--- src/rtl/pfb_pkg.sv ---
package pfb_pkg;

   typedef enum logic {
      ST_FILL = 1'b0,
      ST_RUN  = 1'b1
   } pfb_state_e;

   function automatic int pow2_ceil(input int v);
      return 1 << $clog2(v);
   endfunction

endpackage

--- src/rtl/pfb_store.sv ---
module pfb_store #(
   parameter int DW = 16,
   parameter int NCH = 8,
   parameter int SLOTS = 8,
   parameter int BW = $clog2(NCH),
   parameter int SW = $clog2(SLOTS)
) (
   input  logic                 clk,
   input  logic                 wr_en,
   input  logic [SW-1:0]        wr_slot,
   input  logic [BW-1:0]        wr_br,
   input  logic signed [DW-1:0] wr_re,
   input  logic signed [DW-1:0] wr_im,
   input  logic [SW-1:0]        rd_slot,
   input  logic [BW-1:0]        rd_br,
   output logic signed [DW-1:0] rd_re,
   output logic signed [DW-1:0] rd_im
);
   localparam int DEPTH = SLOTS * NCH;

   logic signed [DW-1:0] mem_re [DEPTH];
   logic signed [DW-1:0] mem_im [DEPTH];

   always_ff @(posedge clk) begin
      if (wr_en) begin
         mem_re[{wr_slot, wr_br}] <= wr_re;
         mem_im[{wr_slot, wr_br}] <= wr_im;
      end
   end

   assign rd_re = mem_re[{rd_slot, rd_br}];
   assign rd_im = mem_im[{rd_slot, rd_br}];

endmodule

--- src/rtl/pfb_coef.sv ---
module pfb_coef #(
   parameter int WW = 16,
   parameter int NCH = 8,
   parameter int NTAPS = 4,
   parameter int AW = $clog2(NCH) + $clog2(NTAPS)
) (
   input  logic                 clk,
   input  logic                 wr_en,
   input  logic [AW-1:0]        wr_addr,
   input  logic signed [WW-1:0] wr_data,
   input  logic [AW-1:0]        rd_addr,
   output logic signed [WW-1:0] rd_w
);
   logic signed [WW-1:0] mem [NCH*NTAPS];

   always_ff @(posedge clk) begin
      if (wr_en) mem[wr_addr] <= wr_data;
   end

   assign rd_w = mem[rd_addr];

endmodule

--- src/rtl/pfb_seq.sv ---
module pfb_seq
   import pfb_pkg::*;
#(
   parameter int NCH = 8,
   parameter int NTAPS = 4,
   parameter int KBLK = 2,
   parameter int SLOTS = 8,
   parameter int BW = $clog2(NCH),
   parameter int TW = $clog2(NTAPS),
   parameter int SW = $clog2(SLOTS),
   parameter int KW = (KBLK > 1) ? $clog2(KBLK) : 1
) (
   input  logic          clk,
   input  logic          rst_n,
   input  logic          in_valid,
   output logic          in_ready,
   output logic          wr_en,
   output logic [SW-1:0] wr_slot,
   output logic [BW-1:0] wr_br,
   output logic [SW-1:0] rd_slot,
   output logic [BW-1:0] rd_br,
   output logic [TW-1:0] rd_tap,
   output logic          step_en,
   output logic          first_tap,
   output logic          last_tap,
   output logic          emit,
   output logic          tag_first
);
   localparam int PCW = $clog2(NTAPS + KBLK + 1);

   pfb_state_e     state;
   logic [BW-1:0]  wbr, rb;
   logic [KW-1:0]  wfr, rf;
   logic [TW-1:0]  rt;
   logic [SW-1:0]  base;
   logic [PCW-1:0] prior, prior_nxt;
   logic           first_pend;
   logic           wb_last, wf_last, rb_last, rf_last;

   assign wb_last   = (wbr == BW'(NCH - 1));
   assign wf_last   = (wfr == KW'(KBLK - 1));
   assign rb_last   = (rb == BW'(NCH - 1));
   assign rf_last   = (rf == KW'(KBLK - 1));

   assign in_ready  = (state == ST_FILL);
   assign wr_en     = in_ready && in_valid;
   assign wr_slot   = base + SW'(wfr);
   assign wr_br     = wbr;

   assign step_en   = (state == ST_RUN);
   assign rd_slot   = base + SW'(rf) - SW'(rt);
   assign rd_br     = rb;
   assign rd_tap    = rt;
   assign first_tap = (rt == '0);
   assign last_tap  = (rt == TW'(NTAPS - 1));
   assign emit      = (int'(prior) + int'(rf) + 1) >= NTAPS;
   assign tag_first = first_pend;

   always_comb begin
      if (int'(prior) + KBLK >= NTAPS) prior_nxt = PCW'(NTAPS);
      else prior_nxt = prior + PCW'(KBLK);
   end

   always_ff @(posedge clk) begin
      if (!rst_n) begin
         state      <= ST_FILL;
         wbr        <= '0;
         wfr        <= '0;
         rb         <= '0;
         rf         <= '0;
         rt         <= '0;
         base       <= '0;
         prior      <= '0;
         first_pend <= 1'b0;
      end else begin
         case (state)
            ST_FILL: begin
               if (in_valid) begin
                  if (wb_last) begin
                     wbr <= '0;
                     if (wf_last) begin
                        wfr        <= '0;
                        rb         <= '0;
                        rf         <= '0;
                        rt         <= '0;
                        first_pend <= 1'b1;
                        state      <= ST_RUN;
                     end else begin
                        wfr <= wfr + 1'b1;
                     end
                  end else begin
                     wbr <= wbr + 1'b1;
                  end
               end
            end
            ST_RUN: begin
               if (last_tap) begin
                  rt <= '0;
                  if (emit) first_pend <= 1'b0;
                  if (rf_last) begin
                     rf <= '0;
                     if (rb_last) begin
                        rb    <= '0;
                        base  <= base + SW'(KBLK);
                        prior <= prior_nxt;
                        state <= ST_FILL;
                     end else begin
                        rb <= rb + 1'b1;
                     end
                  end else begin
                     rf <= rf + 1'b1;
                  end
               end else begin
                  rt <= rt + 1'b1;
               end
            end
            default: state <= ST_FILL;
         endcase
      end
   end

endmodule

--- src/rtl/pfb_mac.sv ---
module pfb_mac #(
   parameter int DW = 16,
   parameter int WW = 16,
   parameter int OW = 18,
   parameter int NTAPS = 4,
   parameter int RSHIFT = 14,
   parameter int BW = 3
) (
   input  logic                 clk,
   input  logic                 rst_n,
   input  logic                 step_en,
   input  logic                 first_tap,
   input  logic                 last_tap,
   input  logic                 emit,
   input  logic                 tag_first,
   input  logic [BW-1:0]        tag_br,
   input  logic signed [DW-1:0] x_re,
   input  logic signed [DW-1:0] x_im,
   input  logic signed [WW-1:0] w,
   output logic                 y_valid,
   output logic                 y_first,
   output logic [BW-1:0]        y_br,
   output logic signed [OW-1:0] y_re,
   output logic signed [OW-1:0] y_im
);
   localparam int PW = DW + WW;
   localparam int AW = PW + $clog2(NTAPS) + 1;
   localparam logic signed [AW-1:0] RC   = AW'(1) <<< (RSHIFT - 1);
   localparam logic signed [AW-1:0] OMAX = (AW'(1) <<< (OW - 1)) - AW'(1);
   localparam logic signed [AW-1:0] OMIN = -(AW'(1) <<< (OW - 1));

   logic signed [DW-1:0] xs [2];
   logic signed [OW-1:0] ys [2];

   assign xs[0] = x_re;
   assign xs[1] = x_im;

   for (genvar c = 0; c < 2; c++) begin : g_lane
      logic signed [PW-1:0] prod;
      logic signed [AW-1:0] acc_q, psum, rnd, shf;
      logic signed [OW-1:0] sat, y_q;

      always_comb begin
         prod = xs[c] * w;
         psum = (first_tap ? '0 : acc_q) + AW'(prod);
         rnd  = psum + RC;
         shf  = rnd >>> RSHIFT;
         if (shf > OMAX)      sat = OMAX[OW-1:0];
         else if (shf < OMIN) sat = OMIN[OW-1:0];
         else                 sat = shf[OW-1:0];
      end

      always_ff @(posedge clk) begin
         if (!rst_n) begin
            acc_q <= '0;
            y_q   <= '0;
         end else if (step_en) begin
            acc_q <= psum;
            if (last_tap) y_q <= sat;
         end
      end

      assign ys[c] = y_q;
   end

   assign y_re = ys[0];
   assign y_im = ys[1];

   always_ff @(posedge clk) begin
      if (!rst_n) begin
         y_valid <= 1'b0;
         y_first <= 1'b0;
         y_br    <= '0;
      end else begin
         y_valid <= step_en && last_tap && emit;
         y_first <= step_en && last_tap && emit && tag_first;
         if (step_en && last_tap) y_br <= tag_br;
      end
   end

   // results are at least NTAPS cycles apart, never back to back
   p_out_spacing_r6: assert property (@(posedge clk) disable iff (!rst_n)
      y_valid |=> !y_valid);

endmodule

--- src/rtl/pfb_bank.sv ---
module pfb_bank
   import pfb_pkg::*;
#(
   parameter int NCH = 8,
   parameter int NTAPS = 4,
   parameter int KBLK = 2,
   parameter int DW = 16,
   parameter int WW = 16,
   parameter int OW = 18,
   parameter int RSHIFT = 14
) (
   input  logic                                   clk,
   input  logic                                   rst_n,
   input  logic                                   in_valid,
   output logic                                   in_ready,
   input  logic signed [DW-1:0]                   in_re,
   input  logic signed [DW-1:0]                   in_im,
   input  logic                                   cw_en,
   input  logic [$clog2(NCH)+$clog2(NTAPS)-1:0]   cw_addr,
   input  logic signed [WW-1:0]                   cw_data,
   output logic                                   cfg_err,
   output logic                                   out_valid,
   output logic                                   out_first,
   output logic [$clog2(NCH)-1:0]                 out_branch,
   output logic signed [OW-1:0]                   out_re,
   output logic signed [OW-1:0]                   out_im
);
   localparam int BW    = $clog2(NCH);
   localparam int TW    = $clog2(NTAPS);
   localparam int CAW   = BW + TW;
   localparam int SLOTS = pow2_ceil(NTAPS + KBLK - 1);
   localparam int SW    = $clog2(SLOTS);

   initial begin
      assert (NCH >= 2 && (1 << BW) == NCH)
         else $error("NCH must be a power of two, at least 2");
      assert (NTAPS >= 2 && (1 << TW) == NTAPS)
         else $error("NTAPS must be a power of two, at least 2");
      assert (KBLK >= 1) else $error("KBLK must be at least 1");
      assert (RSHIFT >= 1 && OW <= DW + WW) else $error("bad output scaling");
   end

   logic          wr_en, step_en, first_tap, last_tap, emit, tag_first;
   logic [SW-1:0] wr_slot, rd_slot;
   logic [BW-1:0] wr_br, rd_br;
   logic [TW-1:0] rd_tap;
   logic signed [DW-1:0] x_re, x_im;
   logic signed [WW-1:0] w_cur;

   pfb_seq #(
      .NCH(NCH), .NTAPS(NTAPS), .KBLK(KBLK), .SLOTS(SLOTS)
   ) u_seq (
      .clk(clk), .rst_n(rst_n), .in_valid(in_valid), .in_ready(in_ready),
      .wr_en(wr_en), .wr_slot(wr_slot), .wr_br(wr_br),
      .rd_slot(rd_slot), .rd_br(rd_br), .rd_tap(rd_tap),
      .step_en(step_en), .first_tap(first_tap), .last_tap(last_tap),
      .emit(emit), .tag_first(tag_first)
   );

   pfb_store #(
      .DW(DW), .NCH(NCH), .SLOTS(SLOTS)
   ) u_store (
      .clk(clk), .wr_en(wr_en), .wr_slot(wr_slot), .wr_br(wr_br),
      .wr_re(in_re), .wr_im(in_im),
      .rd_slot(rd_slot), .rd_br(rd_br), .rd_re(x_re), .rd_im(x_im)
   );

   pfb_coef #(
      .WW(WW), .NCH(NCH), .NTAPS(NTAPS), .AW(CAW)
   ) u_coef (
      .clk(clk), .wr_en(cw_en && in_ready), .wr_addr(cw_addr),
      .wr_data(cw_data), .rd_addr({rd_br, rd_tap}), .rd_w(w_cur)
   );

   pfb_mac #(
      .DW(DW), .WW(WW), .OW(OW), .NTAPS(NTAPS), .RSHIFT(RSHIFT), .BW(BW)
   ) u_mac (
      .clk(clk), .rst_n(rst_n), .step_en(step_en),
      .first_tap(first_tap), .last_tap(last_tap), .emit(emit),
      .tag_first(tag_first), .tag_br(rd_br),
      .x_re(x_re), .x_im(x_im), .w(w_cur),
      .y_valid(out_valid), .y_first(out_first), .y_br(out_branch),
      .y_re(out_re), .y_im(out_im)
   );

   always_ff @(posedge clk) begin
      if (!rst_n) cfg_err <= 1'b0;
      else if (cw_en && !in_ready) cfg_err <= 1'b1;
   end

   // a write while computing raises the flag on the next edge
   p_busy_write_r10: assert property (@(posedge clk) disable iff (!rst_n)
      (cw_en && !in_ready) |=> cfg_err);

   // the flag never clears outside reset
   p_err_sticky_r10: assert property (@(posedge clk) disable iff (!rst_n)
      cfg_err |=> cfg_err);

   // the start marker only travels with a valid result
   p_first_with_valid_r8: assert property (@(posedge clk) disable iff (!rst_n)
      out_first |-> out_valid);

   // when collection stops no result is in flight
   p_ready_fall_r2: assert property (@(posedge clk) disable iff (!rst_n)
      $fell(in_ready) |-> !out_valid);

endmodule

--- config.mk ---
export PLATFORM = sky130hd
export DESIGN_NAME = pfb_bank
export DESIGN_NICKNAME = d
export VERILOG_FILES = /design/src/rtl/pfb_pkg.sv /design/src/rtl/pfb_store.sv /design/src/rtl/pfb_coef.sv /design/src/rtl/pfb_seq.sv /design/src/rtl/pfb_mac.sv /design/src/rtl/pfb_bank.sv
export SDC_FILE = /design/constraint.sdc
export NUM_CORES = 2
export LEC_CHECK = 0
export BUFFER_PORTS_ARGS = -buffer_cell sky130_fd_sc_hd__buf_2
export CAP_MARGIN = 0
export CORE_ASPECT_RATIO = 0.8
export CORE_MARGIN = 2
export CORE_UTILIZATION = 33
export CTS_BUF_LIST = sky130_fd_sc_hd__clkbuf_4 sky130_fd_sc_hd__clkbuf_8
export DETAILED_ROUTE_END_ITERATION = 10
export PLACE_DENSITY_LB_ADDON = 0.2
export SLEW_MARGIN = 5
export SYNTH_ARGS = -nofsm -noshare
export SYNTH_HDL_FRONTEND = slang
export SYNTH_SLANG_ARGS = --single-unit
--- constraint.sdc ---
create_clock -name clk -period 11.2 [get_ports clk]
set_input_delay 2.24 -clock clk [delete_from_list [all_inputs] [get_ports clk]]
set_output_delay 2.24 -clock clk [all_outputs]
set_load 0.01 [all_outputs]
* Yosys cells after proc, flatten, opt, wreduce, memory -nomap -nowiden *
Memories as Yosys holds them, arrays and structs flattened.
Index checks and enable logic that the tools add are counted.

cells by class
  add/subtract/negate cells = 17
  multipliers = 2
  order comparisons = 6
  equality and inequality tests = 9
  muxes and demuxes = 44
  bitwise operators = 1
  reductions and logical operators = 15

operators by type and width
  cell                                                                                   number
  18-bit 2-to-1 mux                                                                      4
  35-bit by 15-bit adder with 35-bit output (second input constant)                      2
  35-bit adder                                                                           2
  35-bit 2-to-1 mux                                                                      2
  32-bit by 4-bit greater-or-equal comparator with 1-bit output (second input constant)  2
  16-bit by 16-bit multiplier with 32-bit output                                         2
  21-bit by 18-bit greater-than comparator with 1-bit output (second input constant)     2
  21-bit by 18-bit less-than comparator with 1-bit output (second input constant)        2
  32-bit by 2-bit adder with 32-bit output (second input constant)                       1
  3-bit 2-to-1 mux                                                                       8
  1-bit 2-to-1 mux                                                                       21
  5-bit AND reduction                                                                    2
  2-bit 2-to-1 mux                                                                       4
  2-bit by 1-bit != test with 1-bit output (second input constant)                       4
  4-bit AND reduction                                                                    2
  3-bit by 1-bit adder with 3-bit output                                                 2
  3-bit by 1-bit adder with 3-bit output (second input constant)                         2
  3-bit by 2-bit adder with 3-bit output (second input constant)                         2
  3-bit == test (second input constant)                                                  2
  1-bit logical AND                                                                      6
  1-bit one-hot mux with 2 select lines                                                  3
  3-bit one-hot mux with 2 select lines                                                  1
  3-bit AND reduction                                                                    2
  3-bit by 1-bit adder with 4-bit output                                                 1
  other kinds (10)                                                                       13

storage, ports and cells
  flip-flop bits (word level) = 130
  RAM bits = 2560
  input port bits = 57
  output and inout bits = 43
  logic and storage cells = 114
  memories kept = 3

memory list
  memory          depth  bits a word  read ports  clocked after memory_dff  write ports  RTL line         source
  u_store.mem_im  64     16           1           0                         1            pfb_store.sv:22  logic signed [DW-1:0] mem_im [DEPTH];
  u_store.mem_re  64     16           1           0                         1            pfb_store.sv:21  logic signed [DW-1:0] mem_re [DEPTH];
  u_coef.mem      32     16           1           0                         1            pfb_coef.sv:14   logic signed [WW-1:0] mem [NCH*NTAPS];

* Depth between registers and ports, before layout *
An unclocked memory read counts as a cell.

  depth in word-level cells = 9
  mapped depth = 51
  depth with buffers taken out = 45

* Hierarchy *
Synthesis repeated with hierarchy kept, for this count alone.

unflattened totals
  cell total of the unflattened synthesis = 7870
  area, all modules = 128321.8 um^2

by module, submodules not included
  module     times used  cells an instance  area each (um^2)  sequential area each (um^2)
  pfb_store  1           3294               78044.9           61499.0
  pfb_mac    1           3358               29213.0           2222.1
  pfb_coef   1           1127               20214.4           15374.7
  pfb_seq    1           87                 808.3             320.3
  pfb_bank   1           4                  41.3              20.0

* Worst setup path after synthesis *
No wires, ideal clock.

  path type = reg2reg
  start point = register u_seq.rb[0], in the netlist u_seq.rd_br[0]
  end point = register u_mac.g_lane[1].y_q[12], in the netlist u_mac.y_im[12]
  library setup time = 129 ps
  arrival = 12054 ps
  data required time = 11071 ps
  setup slack = -984 ps
  stages on the path, launching flop included = 47
  buffers on the path = 7
  clock period less this slack = 12184 ps
  path through = dfxtp_1 > clkbuf_1 > clkbuf_1 > buf_2 > buf_1 > buf_1 > mux4_2 > mux4_2 > nand2_1 > nand2_1 > o21ai_1 > nor2_1 > fa_1 > inv_1 > fa_1 > fa_1 > fa_1 > inv_1 > [11 not listed] > xnor2_1 > ha_1 > and3_1 > clkbuf_1 > a31o_2 > a21oi_1 > nor2_1 > a211o_1 > xor2_1 > and3_1 > nand4b_1 > nor4_1 > and2_1 > o21ai_0 > and3_1 > a21oi_2 > buf_2 > o211ai_1

between the ends
  word-level cells in the longest chain between the ends = 7
  elaborated cells on any way between the ends = 9
  classes of those cells = add/sub: 2; mul: 1; order compare: 2; mux: 2; memory: 2

RTL lines
  what                                                             RTL line        source
  start: declaration                                               pfb_seq.sv:32   logic [BW-1:0] wbr, rb;
  start signal: assignment                                         pfb_seq.sv:108  rb <= rb + 1'b1;
  memory 64 x 16 bit / memory 32 x 16 bit (equally long branches)  n/a
  16-bit by 16-bit multiplier with 32-bit output (*)               pfb_mac.sv:44   prod = xs[c] * w;
  35-bit adder (*)                                                 pfb_mac.sv:45   psum = (first_tap ? '0 : acc_q) + AW'(prod);
  35-bit by 15-bit adder with 35-bit output (*)                    pfb_mac.sv:46   rnd = psum + RC;
  21-bit by 18-bit less-than comparator with 1-bit output          pfb_mac.sv:49   else if (shf < OMIN) sat = OMIN[OW-1:0];
  18-bit 2-to-1 mux                                                pfb_mac.sv:49
  18-bit 2-to-1 mux (*)                                            pfb_mac.sv:48   if (shf > OMAX) sat = OMAX[OW-1:0];
  end signal: assignment                                           pfb_mac.sv:59   if (last_tap) y_q <= sat;
  end: declaration                                                 pfb_mac.sv:41   logic signed [OW-1:0] sat, y_q;

Every way passes the cells marked *; elsewhere a longest branch is shown, timed or not.
A chain may end at the register's enable or synchronous reset.

* Worst setup path after layout *
  start point = register u_seq.rf
  end point = register u_mac.g_lane[1].y_q[13], in the netlist u_mac.y_im[13]

between the ends
  word-level cells in the longest chain between the ends = 9
  elaborated cells on any way between the ends = 10
  classes of those cells = add/sub: 4; mul: 1; order compare: 2; mux: 2; memory: 1

RTL lines
  what                                                     RTL line        source
  start: declaration                                       pfb_seq.sv:33   logic [KW-1:0] wfr, rf;
  start signal: assignment                                 pfb_seq.sv:111  rf <= rf + 1'b1;
  3-bit by 1-bit adder with 3-bit output (*)               pfb_seq.sv:51   assign rd_slot = base + SW'(rf) - SW'(rt);
  3-bit by 2-bit subtractor with 3-bit output (*)          pfb_seq.sv:51
  memory 64 x 16 bit (*)                                   n/a
  16-bit by 16-bit multiplier with 32-bit output (*)       pfb_mac.sv:44
  35-bit adder (*)                                         pfb_mac.sv:45
  35-bit by 15-bit adder with 35-bit output (*)            pfb_mac.sv:46
  21-bit by 18-bit less-than comparator with 1-bit output  pfb_mac.sv:49
  18-bit 2-to-1 mux                                        pfb_mac.sv:49
  18-bit 2-to-1 mux (*)                                    pfb_mac.sv:48

Marked as above.

==> metrics.md <==
| Metric | Value |
|---|---|
| RePlAce Congestion | `0.807` |
| RSZ-0062 raised after global routing | `yes` |
| Drt drc | `0` |
| Simple-gate share of the synthesized area | `5.25%` |
| CP Max Fanout | `5` |
| Status | `finished with violations` |
| Reg clk slew, reported paths | `0.06 ns` |
| Final worst setup slack | `-0.00786 ns` |
| Final setup fails | `4` |
| Total Nets Final | `9,331` |
| Vias in the first global route | `75,200` |
| Clock Latency Late Sink | `1.10 ns` |
| GRT overflow | `0` |
| Remaining antenna violation count after routing | `0` |
| Netlist cell types | `95` |
| WHS Endpoint | `u_mac.y_br[1]` |
| Iter 0 DRT Violations | `7,089` |
| Top-area cell type share of the netlist area | `60.6%` |
| Achievable Freq | `89.2 MHz` |
| Hold Path Stages | `2` |
| Largest area contributor in the netlist | `edfxtp_1` |
| Max incr delay on CP | `0.85 ns` |
| Vias | `71,100` |
| Die height | `559 µm` |
| Post-Syn Area | `0.127 mm²` |
| Final Power | `52,200 µW` |
| TritonCTS clock tree | `yes` |
| CTS buffer count | `425` |
| Max-Cap Viols | `0` |
| Syn Area/Cell | `17.4 µm²` |
| Post-synth ARST share | `0%` |
| Post-DR wirelength/cell | `26.0 µm` |
| Post-Layout Inst Area | `0.152 mm²` |
| Sink Count | `2,688` |
| Cell Rows | `203` |
| Pre-CTS setup slack | `-0.662 ns` |
| Setup TNS | `-0.0191 ns` |
| Worst EP required | `12.17 ns` |
| First-pass GRT wire length | `527,000 µm` |
| Initial antenna violation count | `31` |
| Yosys synthesis warning count | `0` |
| Final core occ | `39.7%` |
| Largest cells by area after synthesis | `edfxtp_1, mux4_2, fa_1` |
| Die X | `697 µm` |
| Net Count, Synth | `8,132` |
| FF-to-FF setup slack | `-0.008 ns` |
| Max Transition Viols Final | `0` |
| Largest family of logic cells by synthesized area | `multiplexers` |
| Post-synthesis mux area share | `14.9%` |
| Setup CP Type | `flop to flop` |
| Final Cycle Share | `100%` |
| DRT Wirelength | `363,000 µm` |
| Post-DP HPWL | `223,000 µm` |
| Layout overhead on the synthesized area | `19.8%` |
| H-tree levels | `5` |
| Critical-path top delay cell | `fa_4` |
| Commonest non-fill, non-tap cell in the layout | `edfxtp_1` |
| Final hold vios | `0` |
| Root buf cell | `clkbuf_8` |
| Initial Utilization | `33.2%` |
| Slew headroom | `15.1%` |
| XOR/XNOR share of the synthesized area | `1.15%` |
| HP Class | `flop to flop` |
| Slew @ Worst Pin | `1.27 ns` |
| Setup crit end kind | `flop` |
| Top Ports | `100` |
| Port bufs | `99` |
| Core area | `0.383 mm²` |
| Maximum VDD drop | `0.739 mV` |
| Clock Path Buffers | `4` |
| Overall routing resource usage | `18.5%` |
| Vias/cell | `5.09` |
| Synthesized-area fraction occupied by adder cells | `10.7%` |
| Worst path most repeated cell | `fa_1` |
| Clock period minus worst slack | `11.21 ns` |
| Pre-antenna DRT Iters | `6` |
| Hold path startpoint | `u_mac.y_br[1]` |
| Largest net degree at the start of global routing | `70` |
| # fillers | `35,100` |
| Crit path launch type | `flop` |
| Clock skew | `0.0934 ns` |
| RR Endpoint | `u_mac.y_im[13]` |
| Failing checks | `setup timing` |
| Most frequent cells in the layout | `edfxtp_1, buf_4, mux4_2, inv_1, fa_1` |
| Synthesized instance count | `7,305` |
| WP data arrival | `12.17 ns` |
| Post-synth EDFFs | `2,560` |
| Pleak | `0.0527 µW` |
| Post-synthesis register bit count | `2,688` |
| Synth Area in Compound Gates | `2.41%` |
| Seq/Total Area, Yosys | `62.6%` |
| Pwr per Cell Area | `343 mW/mm²` |
| Main synth FF type | `edfxtp_1` |
| Cell Area, Placed | `0.141 mm²` |
| Reg2Reg Depth | `46` |
| Die area | `0.389 mm²` |
| Worst r2r src | `u_seq.rf` |
| Layout cells sized above 1 | `33.4%` |
[sequential cells by signal, indices dropped and copies added, names as in the netlist]
signal              count
cfg_err                 1
u_coef.mem            512
u_store.mem_im       1024
u_store.mem_re       1024
u_mac.y_re             18
u_seq.rd_tap            2
u_mac.y_im             18
u_seq.wf_last           1
u_seq.wr_br             3
u_seq.prior             2
u_seq.step_en           1
u_seq.rf                1
u_seq.tag_first         1
u_mac.y_valid           1
u_seq.rd_br             3
u_mac.y_br              3
u_mac.g_lane.acc_q     70
u_seq.base              2
u_mac.y_first           1
[logic make-up after synthesis]
family | after synthesis
adder cells (fa/ha/maj) | 770
flip-flops | 2688
buffers and inverters | 973
AO/OA/AOI/OAI | 456
XOR/XNOR | 162
multiplexers | 880
AND/OR/NAND/NOR | 1376
[synthesized netlist by cell type (42+ instances only)]
| cell type | count |
|---|---|
| edfxtp_1 | 2560 |
| mux4_2 | 811 |
| inv_1 | 637 |
| fa_1 | 527 |
| nor2_1 | 462 |
| nand2_1 | 324 |
| ha_1 | 243 |
| clkbuf_1 | 237 |
| nor2b_1 | 185 |
| a21oi_1 | 128 |
| dfxtp_1 | 128 |
| nand2b_1 | 120 |
| xnor2_1 | 115 |
| buf_1 | 82 |
| o21ai_0 | 67 |
| mux2i_1 | 62 |
| nand3_1 | 56 |
| xor2_1 | 43 |
| nor3_1 | 42 |
[stage by stage]
step,instances,hold WS [ns]
4_1_cts,13900,0.462
3_5_place_dp,13100,0.454
2_1_floorplan,7305,0.436
3_3_place_gp,13100,0.450
6_report,14000,0.461
5_1_grt,14000,0.488
[worst max-delay path, delay by kind of cell, from the launching register on]
kind / cells / cell delay [ns]
buffers and inverters: 11 / 1.28
xor gates and xnor gates: 2 / 0.33
adders and majority gates: 10 / 4.51
AOI/OAI and AO/OA: 8 / 1.75
and+or+nand+nor: 11 / 1.46
DFF: 1 / 0.33
muxes: 4 / 1.44
[worst max path at each step]
stage	start	to	slack [ns]	cells past startpoint
4_1_cts	u_seq.rf	u_mac.y_im[15]	-0.08	47
3_3_place_gp	u_seq.rf	u_mac.y_im[15]	-0.63	44
6_report	u_seq.rf	u_mac.y_im[13]	-0.008	46
3_5_place_dp	u_seq.rf	u_mac.y_re[4]	-0.66	41
5_1_grt	u_seq.rf	u_mac.y_im[13]	-0.47	47
2_1_floorplan	u_seq.rd_br[0]	u_mac.y_im[12]	0.001	46
[repair_timing]
item,4_1_cts,5_1_grt
gates resized for setup,256,110
cloned,2,2
setup endpoints to repair,37,39
pin swaps,126,82
hold buffers,0,0
buffers inserted,72,39
[cell type report]
class / count / area [µm²] / area share, %
flip-flops and latches: 2688 / 79500 / 52.3
multi-input cells: 3644 / 45700 / 30.1
diodes: 6 / 15.0 / 0.00988
inverters: 638 / 2400 / 1.58
clock buffers: 562 / 6930 / 4.56
well taps: 5125 / 6410 / 4.22
clock inverters: 189 / 1330 / 0.877
repair buffers: 1107 / 9760 / 6.42
[routing by layer]
metal	routed length, µm	up-vias	global-route usage [%]
met3	23800	517	2.95
met2	164000	2317	28.8
met5	310	-	0
li1	-	30100	-
met4	7320	14	4.00
met1	167000	38200	27.5
[report_power, final]
group	leakage (µW)	internal [µW]	switching, µW
Combinational	0.0243	16800	16000
Sequential	0.0241	11000	7.50
Clock	0.00437	4400	4010
Power figures use the tool's default switching activity.
